$ cat src/rtl/alarm_cmp_pkg.sv
package alarm_cmp_pkg;
  localparam int NUM_FIELDS = 6;
  localparam int ALM_BASE   = 8;
  localparam int CTRL_IDX   = 14;
  localparam int FLAG_BIT   = 0;
  localparam int IEN_BIT    = 3;
endpackage

$ cat src/rtl/alarm_reg_file.sv
module alarm_reg_file
  import alarm_cmp_pkg::*;
#(
  parameter int ADDR_W = 4,
  parameter int DATA_W = 8,
  parameter int NUM    = NUM_FIELDS,
  parameter int BASE   = ALM_BASE
) (
  input  logic                         clk,
  input  logic                         rst,
  input  logic                         wr_en,
  input  logic [ADDR_W-1:0]            addr,
  input  logic [DATA_W-1:0]            wdata,
  output logic [NUM-1:0][DATA_W-1:0]   regs
);
  for (genvar i = 0; i < NUM; i++) begin : g_reg
    localparam logic [ADDR_W-1:0] MY_IDX = ADDR_W'(BASE + i);

    always_ff @(posedge clk) begin
      if (rst)
        regs[i] <= '0;
      else if (wr_en && addr == MY_IDX)
        regs[i] <= wdata;
    end


    reg_hold_chk: assert property (@(posedge clk) disable iff (rst)
      !(wr_en && addr == MY_IDX) |=> $stable(regs[i]));
  end
endmodule

$ cat src/rtl/alarm_field_match.sv
module alarm_field_match
  import alarm_cmp_pkg::*;
#(
  parameter int DATA_W = 8,
  parameter int NUM    = NUM_FIELDS,
  localparam int FW    = DATA_W - 1
) (
  input  logic [NUM-1:0][DATA_W-1:0] regs,
  input  logic [NUM-1:0][FW-1:0]     cal,
  output logic                       hit
);
  logic [NUM-1:0] armed;
  logic [NUM-1:0] ok;

  for (genvar i = 0; i < NUM; i++) begin : g_cmp
    assign armed[i] = regs[i][DATA_W-1];
    assign ok[i]    = !armed[i] || (regs[i][FW-1:0] == cal[i]);
  end

  assign hit = (|armed) && (&ok);
endmodule

$ cat src/rtl/alarm_status.sv
module alarm_status (
  input  logic clk,
  input  logic rst,
  input  logic tick,
  input  logic hit,
  input  logic ctrl_wr,
  input  logic wr_flag_bit,
  input  logic wr_ien_bit,
  output logic flag,
  output logic ien,
  output logic irq
);
  logic set_now;
  logic clr_now;
  logic flag_nx;
  logic ien_nx;

  assign set_now = tick && hit;
  assign clr_now = ctrl_wr && !wr_flag_bit;
  assign flag_nx = set_now || (flag && !clr_now);
  assign ien_nx  = ctrl_wr ? wr_ien_bit : ien;

  always_ff @(posedge clk) begin
    if (rst) begin
      flag <= 1'b0;
      ien  <= 1'b0;
      irq  <= 1'b0;
    end else begin
      flag <= flag_nx;
      ien  <= ien_nx;
      irq  <= flag_nx && ien_nx;
    end
  end


  flag_rise_chk: assert property (@(posedge clk) disable iff (rst)
    $rose(flag) |-> $past(tick && hit));

  no_tick_no_set_chk: assert property (@(posedge clk) disable iff (rst)
    (!flag && !tick) |=> !flag);

  flag_sticky_chk: assert property (@(posedge clk) disable iff (rst)
    (flag && !(ctrl_wr && !wr_flag_bit)) |=> flag);

  set_wins_chk: assert property (@(posedge clk) disable iff (rst)
    (tick && hit && ctrl_wr) |=> flag);

  irq_gate_chk: assert property (@(posedge clk) disable iff (rst)
    irq == (flag && ien));
endmodule

$ cat src/rtl/cal_alarm_match.sv
module cal_alarm_match
  import alarm_cmp_pkg::*;
#(
  parameter int ADDR_W = 4,
  parameter int DATA_W = 8,
  localparam int FW    = DATA_W - 1
) (
  input  logic              clk,
  input  logic              rst,
  input  logic              bus_wr,
  input  logic              bus_rd,
  input  logic [ADDR_W-1:0] bus_addr,
  input  logic [DATA_W-1:0] bus_wdata,
  output logic [DATA_W-1:0] bus_rdata,
  input  logic              tick_1hz,
  input  logic [FW-1:0]     cal_sec,
  input  logic [FW-1:0]     cal_min,
  input  logic [FW-1:0]     cal_hour,
  input  logic [FW-1:0]     cal_wday,
  input  logic [FW-1:0]     cal_mday,
  input  logic [FW-1:0]     cal_mon,
  output logic              alarm_irq
);
  localparam logic [ADDR_W-1:0] CTRL_A = ADDR_W'(CTRL_IDX);

  logic [NUM_FIELDS-1:0][DATA_W-1:0] regs;
  logic [NUM_FIELDS-1:0][FW-1:0]     cal;
  logic                              hit;
  logic                              ctrl_wr;
  logic                              flag;
  logic                              ien;
  logic [DATA_W-1:0]                 rd_mux;

  assign cal     = {cal_mon, cal_mday, cal_wday, cal_hour, cal_min, cal_sec};
  assign ctrl_wr = bus_wr && bus_addr == CTRL_A;

  alarm_reg_file #(
    .ADDR_W(ADDR_W), .DATA_W(DATA_W), .NUM(NUM_FIELDS), .BASE(ALM_BASE)
  ) i_regs (
    .clk(clk), .rst(rst), .wr_en(bus_wr), .addr(bus_addr),
    .wdata(bus_wdata), .regs(regs)
  );

  alarm_field_match #(.DATA_W(DATA_W), .NUM(NUM_FIELDS)) i_match (
    .regs(regs), .cal(cal), .hit(hit)
  );

  alarm_status i_status (
    .clk(clk), .rst(rst), .tick(tick_1hz), .hit(hit), .ctrl_wr(ctrl_wr),
    .wr_flag_bit(bus_wdata[FLAG_BIT]), .wr_ien_bit(bus_wdata[IEN_BIT]),
    .flag(flag), .ien(ien), .irq(alarm_irq)
  );

  always_comb begin
    rd_mux = '0;
    for (int i = 0; i < NUM_FIELDS; i++)
      if (bus_addr == ADDR_W'(ALM_BASE + i)) rd_mux = regs[i];
    if (bus_addr == CTRL_A) begin
      rd_mux[FLAG_BIT] = flag;
      rd_mux[IEN_BIT]  = ien;
    end
  end

  always_ff @(posedge clk) begin
    if (rst)
      bus_rdata <= '0;
    else if (bus_rd)
      bus_rdata <= rd_mux;
  end


  rd_update_chk: assert property (@(posedge clk) disable iff (rst)
    !bus_rd |=> $stable(bus_rdata));
endmodule

$ cat config.mk
export PLATFORM = sky130hd
export DESIGN_NAME = cal_alarm_match
export DESIGN_NICKNAME = d
export VERILOG_FILES = /design/src/rtl/alarm_cmp_pkg.sv /design/src/rtl/alarm_reg_file.sv /design/src/rtl/alarm_field_match.sv /design/src/rtl/alarm_status.sv /design/src/rtl/cal_alarm_match.sv
export SDC_FILE = /design/constraint.sdc
export NUM_CORES = 1
export LEC_CHECK = 0
export CAP_MARGIN = 20
export CORE_ASPECT_RATIO = 0.6
export CORE_UTILIZATION = 30
export DETAILED_ROUTE_END_ITERATION = 6
export DONT_BUFFER_PORTS = 1
export HOLD_SLACK_MARGIN = 0.15
export PLACE_DENSITY_LB_ADDON = 0.25
export SYNTH_ARGS = -nofsm -noshare
export SYNTH_HDL_FRONTEND = slang
export SYNTH_HIERARCHICAL = 1
export SYNTH_SLANG_ARGS = --single-unit
$ cat constraint.sdc
create_clock -name clk -period 3.85 [get_ports clk]
set_input_delay 0.1925 -clock clk [delete_from_list [all_inputs] [get_ports clk]]
set_output_delay 0.1925 -clock clk [all_outputs]
set_load 0.02 [all_outputs]
==> impl_metrics.env, run 1 <==
export IMPL_switchingPower_mw=0.360
export IMPL_drc=5
export IMPL_gp_congestion=0.768
export IMPL_startpoint="i_regs/regs[4]"
export IMPL_firstDrtPassIters=7
export IMPL_criticalPathCategory="flip-flop to flip-flop"
export IMPL_p_clk_share_pct=49.0
export IMPL_hold_viol_final=0
export IMPL_fin_util_pct=35.5
export IMPL_postSynthCellCount=342
export IMPL_synth_edf_count=0
export IMPL_grt_max_degree=56
export IMPL_grt_usage_pct=18.6
export IMPL_critPathMaxFanout=3
export IMPL_holdWs_ns=0.163
export IMPL_grt_pass1_vias=2573
export IMPL_ir_drop_uv=214
export IMPL_cp_start_kind="flip-flop"
export IMPL_rr_worst_depth=8
export IMPL_ys_flop_type="dfxtp_1"
export IMPL_cts_clk_slew_worst_paths_ns=0.06
export IMPL_p_leak_nw=1.57
export IMPL_nets=409
export IMPL_syn_num_nets=401
export IMPL_critPathArrivalTime_ns=3.05
export IMPL_comb_power_share_pct=8.5
export IMPL_cts_hold_buffers=12
export IMPL_fin_crit_sh_pct=72.0
export IMPL_worstSkewPairLatency_ns=0.34
export IMPL_antennaDiodeCount=0
export IMPL_outcome="complete, but fails checks"
export IMPL_tightest_slew_ns=0.799
export IMPL_skew_ns=0.00730
export IMPL_cp_slowest_stage_delay_ns=0.57
export IMPL_ys_seq_area_share_pct=34.9
export IMPL_rows=29
export IMPL_fp_dieH_um=84.2
export IMPL_final_cells=493
export IMPL_intPower_mw=1.13
export IMPL_fmax_ghz=0.361
export IMPL_design_area_um2=3820
export IMPL_initial_utilization_pct=31.4
export IMPL_failed_checks="design-rule violations"
export IMPL_synth_ff_latch_count=59
export IMPL_rrSetupSlack_ns=1.08
export IMPL_min_to="bus_rdata[0]"
export IMPL_ant_nets=0
export IMPL_cts_buffers_inserted=9
export IMPL_crit_buf_inv=1
export IMPL_route_vias_total=2580
export IMPL_hold_path_class="primary input to flip-flop"
export IMPL_postCtsSetupBuffers=0
export IMPL_p_seq_share_pct=42.5
export IMPL_min_period_ns=2.77
export IMPL_path_delay_family="simple AND/OR/NAND/NOR gates"
export IMPL_swShare_pct=24.2
export IMPL_grt_pass1_wl_um=15800
export IMPL_netlist_area_um2=3380
export IMPL_maxCapViolCount=0
export IMPL_yosysTopAreaCell="dfxtp_1"
export IMPL_worstPathRequired_ns=4.12
export IMPL_totalPowerFinal_mw=1.48
export IMPL_placed_area_um2=3430
export IMPL_port_buffers=0
export IMPL_floorplan_core_area_um2=10800
export IMPL_timing_hold_worst_start="bus_addr[0]"
export IMPL_hold_depth=3
export IMPL_grt_ovfl_total=0
export IMPL_synthTopCellsByArea="dfxtp_1, mux2i_1, nand2b_1"
export IMPL_cts_tree="built"
export IMPL_drive_gt1_share_pct=10.2
export IMPL_p_per_area_nw_per_um2=388
export IMPL_async_reset_ff_share_pct=0
export IMPL_worstPathCellList="xor2_1, nor4_1, nand4_1, a221oi_1, and4_1, a22oi_2, dlygate4sd3_1, nor2_1"
export IMPL_synth_cell_types=51
export IMPL_htreeDepth=3
export IMPL_layout_setup_ws_ns=1.08
export IMPL_clockBufferDepth=2
export IMPL_yosysWarnings=6
export IMPL_antenna_found_initial=0
export IMPL_dp_cells=466
export IMPL_end_kind="flip-flop"
export IMPL_ctsResizeCount=0
export IMPL_clock_sinks=59
export IMPL_reg2reg_from="i_regs/regs[4]"
export IMPL_die_w_um=139
export IMPL_setup_viol=0
export IMPL_die_area_um2=11700
export IMPL_drtIter0Drc=233
export IMPL_cp_slowest_cell="dlygate4sd3_1"
export IMPL_dpl_hpwl_um=7610
export IMPL_routed_wl_um=10600
export IMPL_post_synth_top_area_fraction_pct=34.9
export IMPL_post_drt_wl_per_cell_um=21.5
export IMPL_ios=68
export IMPL_slew_headroom_pct=46.6
export IMPL_vias_per_cell=5.23
export IMPL_drv_slew=0
export IMPL_syn_area_per_cell_um2=9.89
export IMPL_tns_ns=0
export IMPL_r2r_end="i_status/flag"
export IMPL_grt_setup_unrepaired="false"
export IMPL_root_buffer="clkbuf_16"
export IMPL_preCtsSetupSlack_ns=1.72
export IMPL_area_delta_synth_final_pct=13.1
[state kept, by name, summed over array words and instances (netlist names)]
signal	count
i_status/flag	1
i_regs/regs	48
i_status/irq	1
i_status/ien	1
bus_rdata	8
[final cells by class]
type	count	area [um^2]
fill	1114	6950
tap	139	174
clock buffer	12	246
multi-input combinational	264	2060
sequential	59	1180
inverter	4	15.0
timing repair buffer	12	130
clock inverter	3	15.0
[worst register-to-register path, cell delays in order, from the launching register on]
cell,delay [ns]
dfxtp_1,0.34
xor2_1,0.15
nor4_1,0.52
nand4_1,0.20
a221oi_1,0.42
and4_1,0.33
a22oi_2,0.10
dlygate4sd3_1,0.57
nor2_1,0.09
[worst max-delay path by stage]
| stage | slack, ns | end | depth (start not counted) |
|---|---|---|---|
| floorplan | 2.27 | i_status/irq | 7 |
| global placement | 1.79 | i_status/irq | 7 |
| detailed placement | 1.72 | i_status/irq | 7 |
| CTS | 1.24 | i_status/flag | 8 |
| global route | 1.04 | i_status/flag | 8 |
| finish | 1.08 | i_status/flag | 8 |
[cell usage after synthesis, types with 2 or more instances]
cell	number
nand2b_1	59
nand2_2	2
nor2_1	8
clkbuf_1	6
a22oi_2	5
buf_6	4
xor2_1	24
nor2b_2	2
a22oi_1	3
o21ai_0	6
and2b_1	2
a21oi_1	3
inv_1	4
and3b_1	2
dfxtp_1	59
nand4_1	5
xnor2_1	18
clkbuf_8	3
nor2b_1	2
o41ai_1	3
nand2_1	13
a222oi_1	5
mux4_2	2
nand4_2	2
nor4_1	2
a21o_2	3
mux2i_1	55
nor3_1	4
a21o_1	7
o22ai_1	2
or2_0	4
nand3_1	4
[layout by cell type, fill, tap and decap left out, types with 5 or more instances in the layout]
cell type | synthesis | final
nor2_1 | 8 | 8
nand2b_1 | 59 | 59
a21o_1 | 7 | 7
dfxtp_1 | 59 | 59
a22oi_2 | 5 | 5
o21ai_0 | 6 | 6
nand2_1 | 13 | 13
mux2i_1 | 55 | 55
a222oi_1 | 5 | 5
xnor2_1 | 18 | 18
xor2_1 | 24 | 24
nand4_1 | 5 | 5
dlygate4sd3_1 | 0 | 11
clkbuf_16 | 0 | 9
[metal layers]
layer | global-route usage, % | routed length [um] | vias up
met1 | 28.5 | 5630 | 1253
met4 | 2.42 | 42 | 0
met3 | 7.99 | 942 | 6
met2 | 23.6 | 3990 | 97
li1 | - | - | 1224
met5 | 0 | 0 | -
[power by group through the flow]
stage          Sequential (mW)  Clock [mW]  Combinational, mW
4_1_cts                  0.631       0.734              0.124
6_report                 0.632       0.727              0.126
5_1_grt                  0.632       0.769              0.134
2_1_floorplan            0.641           0             0.0965
3_5_place_dp             0.644           0              0.103
3_3_place_gp             0.644           0              0.103
[kinds of logic (layout without fill, tap and decap cells)]
group                  after synthesis  in the layout  share of synthesized area (%)
AND/OR/NAND/NOR                    120            120                           21.7
flip-flops                          59             59                           34.9
multiplexers                        58             58                           17.9
AO/OA/AOI/OAI                       44             44                           10.5
XOR/XNOR                            42             42                           10.9
buffers and inverters               19             31                           4.11
Note: power is estimated with default switching activity, not from simulation.
==> run 2, diff against run 1 <==
==> constraint.sdc (replaced) <==
create_clock -name clk -period 2.55 [get_ports clk]
set_input_delay 0.1275 -clock clk [delete_from_list [all_inputs] [get_ports clk]]
set_output_delay 0.1275 -clock clk [all_outputs]
set_load 0.02 [all_outputs]
==> run 2 against run 1 <==
  * The flow still finishes with violations (design-rule violations)
  * Die area stayed put
  * Total power rose by 68%
  * Hold slack worse by 0.014 ns
  * Register-to-register slack got worse by 0.74 ns
  * Sequential power rose by 51%
  * Largest cell class unchanged
  * Final area up 2.7%
  * Non-clock buffer count is 4 higher
==> impl_metrics.env, run 2 (synthesis gave the netlist of run 1 again) <==
export IMPL_outcome="complete, but fails checks"
export IMPL_failed_checks="design-rule violations"
export IMPL_swShare_pct=22.4
export IMPL_totalPowerFinal_mw=2.49
export IMPL_slew_headroom_pct=55.5
export IMPL_clockBufferDepth=2
export IMPL_drive_gt1_share_pct=10.9
export IMPL_fp_dieH_um=84.2
export IMPL_port_buffers=0
export IMPL_cts_tree="built"
export IMPL_setup_viol=0
export IMPL_cp_common_cell="dlygate4sd3_1"
export IMPL_crit_buf_inv=3
export IMPL_cts_clk_slew_worst_paths_ns=0.05
export IMPL_vias_per_cell=5.17
export IMPL_firstDrtPassIters=7
export IMPL_cp_slowest_cell="dlygate4sd3_1"
export IMPL_critPathArrivalTime_ns=2.54
export IMPL_switchingPower_mw=0.558
export IMPL_fmax_ghz=0.432
export IMPL_top_register="i_regs/regs"
export IMPL_drtIter0Drc=193
export IMPL_ctsResizeCount=0
export IMPL_fin_util_pct=36.5
export IMPL_final_cell_mix="nand2b_1, dfxtp_1, mux2i_1"
export IMPL_worstPathCellList="dlygate4sd3_1, a211oi_1, a21oi_1, dlygate4sd3_1, o22ai_1, dlygate4sd3_1"
export IMPL_die_area_um2=11700
export IMPL_grt_pass1_vias=2687
export IMPL_cp_start_kind="primary input"
export IMPL_tns_ns=0
export IMPL_route_vias_total=2573
export IMPL_dpl_hpwl_um=7560
export IMPL_cts_buffers_inserted=9
export IMPL_drv_slew=0
export IMPL_p_seq_share_pct=38.2
export IMPL_postCtsSetupBuffers=0
export IMPL_worstPathRequired_ns=2.78
export IMPL_p_clk_share_pct=53.9
export IMPL_grt_usage_pct=19.3
export IMPL_grt_setup_unrepaired="false"
export IMPL_intPower_mw=1.94
export IMPL_path_delay_family="buffers and inverters"
export IMPL_min_period_ns=2.32
export IMPL_worstSkewPairLatency_ns=0.34
export IMPL_skew_ns=0.00415
export IMPL_hold_viol_final=0
export IMPL_ir_drop_uv=320
export IMPL_route_met3_wl_um=1070
export IMPL_clock_sinks=59
export IMPL_top_regs="i_regs/regs x48, bus_rdata x8"
export IMPL_rows=29
export IMPL_placed_area_um2=3440
export IMPL_die_w_um=139
export IMPL_routed_wl_um=10700
export IMPL_layout_setup_ws_ns=0.233
export IMPL_grt_pass1_wl_um=16300
export IMPL_maxCapViolCount=0
export IMPL_p_per_area_nw_per_um2=635
export IMPL_fin_crit_sh_pct=90.9
export IMPL_top_layer="met4"
export IMPL_ios=68
export IMPL_design_area_um2=3930
export IMPL_dp_cells=467
export IMPL_p_leak_nw=1.62
export IMPL_htreeDepth=3
export IMPL_nets=413
export IMPL_area_delta_synth_final_pct=16.2
export IMPL_gp_congestion=0.788
export IMPL_tightest_slew_ns=0.665
export IMPL_hold_path_class="primary input to flip-flop"
export IMPL_end_kind="flip-flop"
export IMPL_antennaDiodeCount=0
export IMPL_post_drt_wl_per_cell_um=21.4
export IMPL_root_buffer="clkbuf_16"
export IMPL_largest_reg_flops=48
export IMPL_wl_met1_um=5420
export IMPL_antenna_found_initial=0
export IMPL_comb_power_share_pct=7.9
export IMPL_cp_slowest_stage_delay_ns=0.96
export IMPL_final_cells=498
export IMPL_preCtsSetupSlack_ns=0.470
export IMPL_floorplan_core_area_um2=10800
export IMPL_drc=5
export IMPL_grt_ovfl_total=0
export IMPL_grt_max_degree=57
export IMPL_criticalPathCategory="primary input to flip-flop"
export IMPL_initial_utilization_pct=31.4
export IMPL_ant_nets=0
export IMPL_holdWs_ns=0.148
export IMPL_critPathMaxFanout=13
export IMPL_wl_met2_um=4070
[run 2: cell types whose count changed in the layout (fill, tap and decap cells not counted)]
cell	previous run	this run
buf_4	0	1
bufinv_16	0	2
clkbuf_1	2	1
clkbuf_8	1	2
clkinv_2	3	1
clkinvlp_4	0	1
dlygate4sd3_1	11	14
[run 2: worst paths after layout]
kind                                       from              end  slack [ns]  cells after the start
worst max register to register   i_regs/regs[0]     i_status/irq        0.34                      7
worst max-delay path                bus_addr[0]     bus_rdata[0]        0.23                      6
worst min-delay path               bus_wdata[0]   i_regs/regs[0]        0.15                      2
worst min register to register  i_regs/regs[21]  i_regs/regs[21]        0.50                      2
[run 2: layer usage]
metal	up-vias	global-route usage [%]
met2	104	25.3
li1	1234	-
met4	0	4.95
met5	-	0
met3	8	7.59
met1	1227	28.4
[run 2: worst reg2reg max path, cell delays in order, from the launching register on]
cell	delay, ns
dfxtp_1	0.34
xor2_1	0.17
nor4_1	0.52
nand4_1	0.18
a221oi_1	0.33
and4_1	0.33
a22oi_2	0.11
nor3_1	0.16
[run 2: cell type report]
type | count | area, um^2
clock inverter | 4 | 72.6
tap | 139 | 174
multi-input combinational | 264 | 2060
fill | 1078 | 6850
inverter | 4 | 15.0
clock buffer | 12 | 256
sequential | 59 | 1180
timing repair buffer | 16 | 168
[run 2: what timing repair did]
item | CTS | global route
hold buffers | 15 | 0
hold endpoints to repair | 59 | 0
setup endpoints to repair | 0 | 0
[run 2: power by group through the flow]
stage	sequential [mW]	combinational, mW	clock (mW)
after floorplan	0.968	0.146	0
after global placement	0.972	0.157	0
after detailed placement	0.972	0.156	0
after CTS	0.953	0.196	1.37
after global routing	0.954	0.211	1.40
final	0.953	0.197	1.34
==> run 3, diff against run 2 <==
--- a/config.mk
+++ b/config.mk
@@ -7,6 +7,7 @@
 export LEC_CHECK = 0
 export CAP_MARGIN = 20
 export CORE_ASPECT_RATIO = 0.6
+export CORE_MARGIN = 10
 export CORE_UTILIZATION = 30
 export DETAILED_ROUTE_END_ITERATION = 6
 export DONT_BUFFER_PORTS = 1
==> run 3 against run 2 <==
  * The flow now finishes without violations
  * Clock skew increased by 0.0035 ns
  * Non-clock buffer count unchanged
  * Utilization decreased by 0.17 points
  * Total power decreased by 4.1%
  * Maximum frequency decreased by 3.9%
  * Die area increased by 37%
  * Global-route usage decreased by 4.6 points
  * Critical path type is now flip-flop to flip-flop
  * Largest power group unchanged
  * Highest routed layer unchanged
==> impl_metrics.env, run 3 (synthesis gave the netlist of run 1 again) <==
export IMPL_area_delta_synth_final_pct=15.6
export IMPL_rows=29
export IMPL_postCtsSetupBuffers=0
export IMPL_fmax_ghz=0.415
export IMPL_setup_viol=0
export IMPL_die_w_um=157
export IMPL_preCtsSetupSlack_ns=0.525
export IMPL_fin_crit_sh_pct=94.6
export IMPL_slew_headroom_pct=56.5
export IMPL_p_clk_share_pct=51.8
export IMPL_htreeDepth=3
export IMPL_tightest_slew_ns=0.651
export IMPL_min_period_ns=2.41
export IMPL_fin_util_pct=36.3
export IMPL_p_per_area_nw_per_um2=611
export IMPL_ir_drop_uv=305
export IMPL_placed_area_um2=3440
export IMPL_clockBufferDepth=2
export IMPL_intPower_mw=1.85
export IMPL_totalPowerFinal_mw=2.39
export IMPL_route_vias_total=2603
export IMPL_grt_max_degree=57
export IMPL_grt_setup_unrepaired="false"
export IMPL_antenna_found_initial=0
export IMPL_cts_buffers_inserted=9
export IMPL_grt_ovfl_total=0
export IMPL_cts_clk_slew_worst_paths_ns=0.05
export IMPL_outcome="finished, final reports clean"
export IMPL_drtIter0Drc=129
export IMPL_p_leak_nw=1.61
export IMPL_cts_tree="built"
export IMPL_critPathArrivalTime_ns=2.68
export IMPL_switchingPower_mw=0.537
export IMPL_dpl_hpwl_um=8420
export IMPL_criticalPathCategory="flip-flop to flip-flop"
export IMPL_layout_setup_ws_ns=0.139
export IMPL_routed_wl_um=11400
export IMPL_port_buffers=0
export IMPL_design_area_um2=3910
export IMPL_cp_start_kind="flip-flop"
export IMPL_clock_sinks=59
export IMPL_drv_slew=0
export IMPL_initial_utilization_pct=31.4
export IMPL_firstDrtPassIters=4
export IMPL_maxCapViolCount=0
export IMPL_critPathMaxFanout=3
export IMPL_root_buffer="clkbuf_16"
export IMPL_drive_gt1_share_pct=10.9
export IMPL_drc=0
export IMPL_swShare_pct=22.5
export IMPL_comb_power_share_pct=8.3
export IMPL_tns_ns=0
export IMPL_floorplan_core_area_um2=10800
export IMPL_hold_path_class="primary input to flip-flop"
export IMPL_post_drt_wl_per_cell_um=22.9
export IMPL_largest_reg_flops=48
export IMPL_worstSkewPairLatency_ns=0.33
export IMPL_ios=68
export IMPL_die_area_um2=16100
export IMPL_vias_per_cell=5.24
export IMPL_nets=413
export IMPL_end_kind="flip-flop"
export IMPL_final_cell_mix="nand2b_1, dfxtp_1, mux2i_1"
export IMPL_fp_dieH_um=102
export IMPL_worstPathRequired_ns=2.82
export IMPL_hold_viol_final=0
export IMPL_gp_congestion=0.800
export IMPL_skew_ns=0.00763
export IMPL_top_register="i_regs/regs"
export IMPL_grt_usage_pct=14.7
export IMPL_grt_pass1_wl_um=17400
export IMPL_p_seq_share_pct=39.9
export IMPL_grt_pass1_vias=2725
export IMPL_ant_nets=0
export IMPL_top_regs="i_regs/regs x48, bus_rdata x8"
==> run 3: changes by cell type in the layout (fill, tap and decap cells not counted), sizes merged <==
| cell | change |
|---|---|
| diode | +1 |
| bufinv | -1 |
| clkinvlp | -1 |
==> run 3: worst paths after layout <==
kind                       start         endpoint  slack, ns  cells after the start
setup reg to reg  i_regs/regs[0]    i_status/flag       0.14                      8
setup / recovery  i_regs/regs[0]    i_status/flag       0.14                      8
hold / removal      bus_wdata[1]  i_regs/regs[25]       0.16                      2
hold reg to reg   i_regs/regs[2]   i_regs/regs[2]       0.50                      2
==> run 3: repair_timing <==
| action | in CTS | in global routing |
|---|---|---|
| setup endpoints to repair | 0 | 1 |
| hold endpoints to repair | 59 | 0 |
| hold buffers | 15 | 0 |
| resized for setup | 0 | 1 |
==> run 3: layer usage <==
metal / up-vias / global-route usage (%) / part of all wire (%)
li1: 1236 / - / -
met1: 1255 / 21.1 / 50
met2: 104 / 19.5 / 38
met3: 8 / 6.33 / 11
met4: 0 / 3.43 / 0.58
met5: - / 0 / 0
==> run 3: layout make-up <==
class,instances,area (um^2)
fillers,1090,6870
multi-input cells,264,2070
inverters,4,15.0
repair buffers,16,168
diodes,1,2.50
well taps,139,174
clock buffers,12,267
clock inverters,2,35.0
flip-flops and latches,59,1180
==> run 3: power by group through the flow <==
stage	registers, mW	logic (mW)	clock network (mW)
after global placement	0.972	0.157	0
after floorplan	0.968	0.146	0
after CTS	0.954	0.197	1.27
after detailed placement	0.973	0.156	0
final	0.954	0.198	1.24
after global routing	0.955	0.216	1.31
==> run 3: worst max-delay path: stages (launching register included) <==
cell and delay (ns):
dfxtp_1 0.32, xor2_1 0.17, nor4_2 0.37, nand4_1 0.17
a221oi_1 0.29, and4_1 0.28, a22oi_2 0.09, dlygate4sd3_1 0.57
nor2_1 0.09
==> run 3: through the flow <==
stage	hold slack, ns	instances
after global routing	0.163	496
final	0.157	497
after detailed placement	0.216	467
after floorplan	0.200	342
after CTS	0.155	496
after global placement	0.206	467
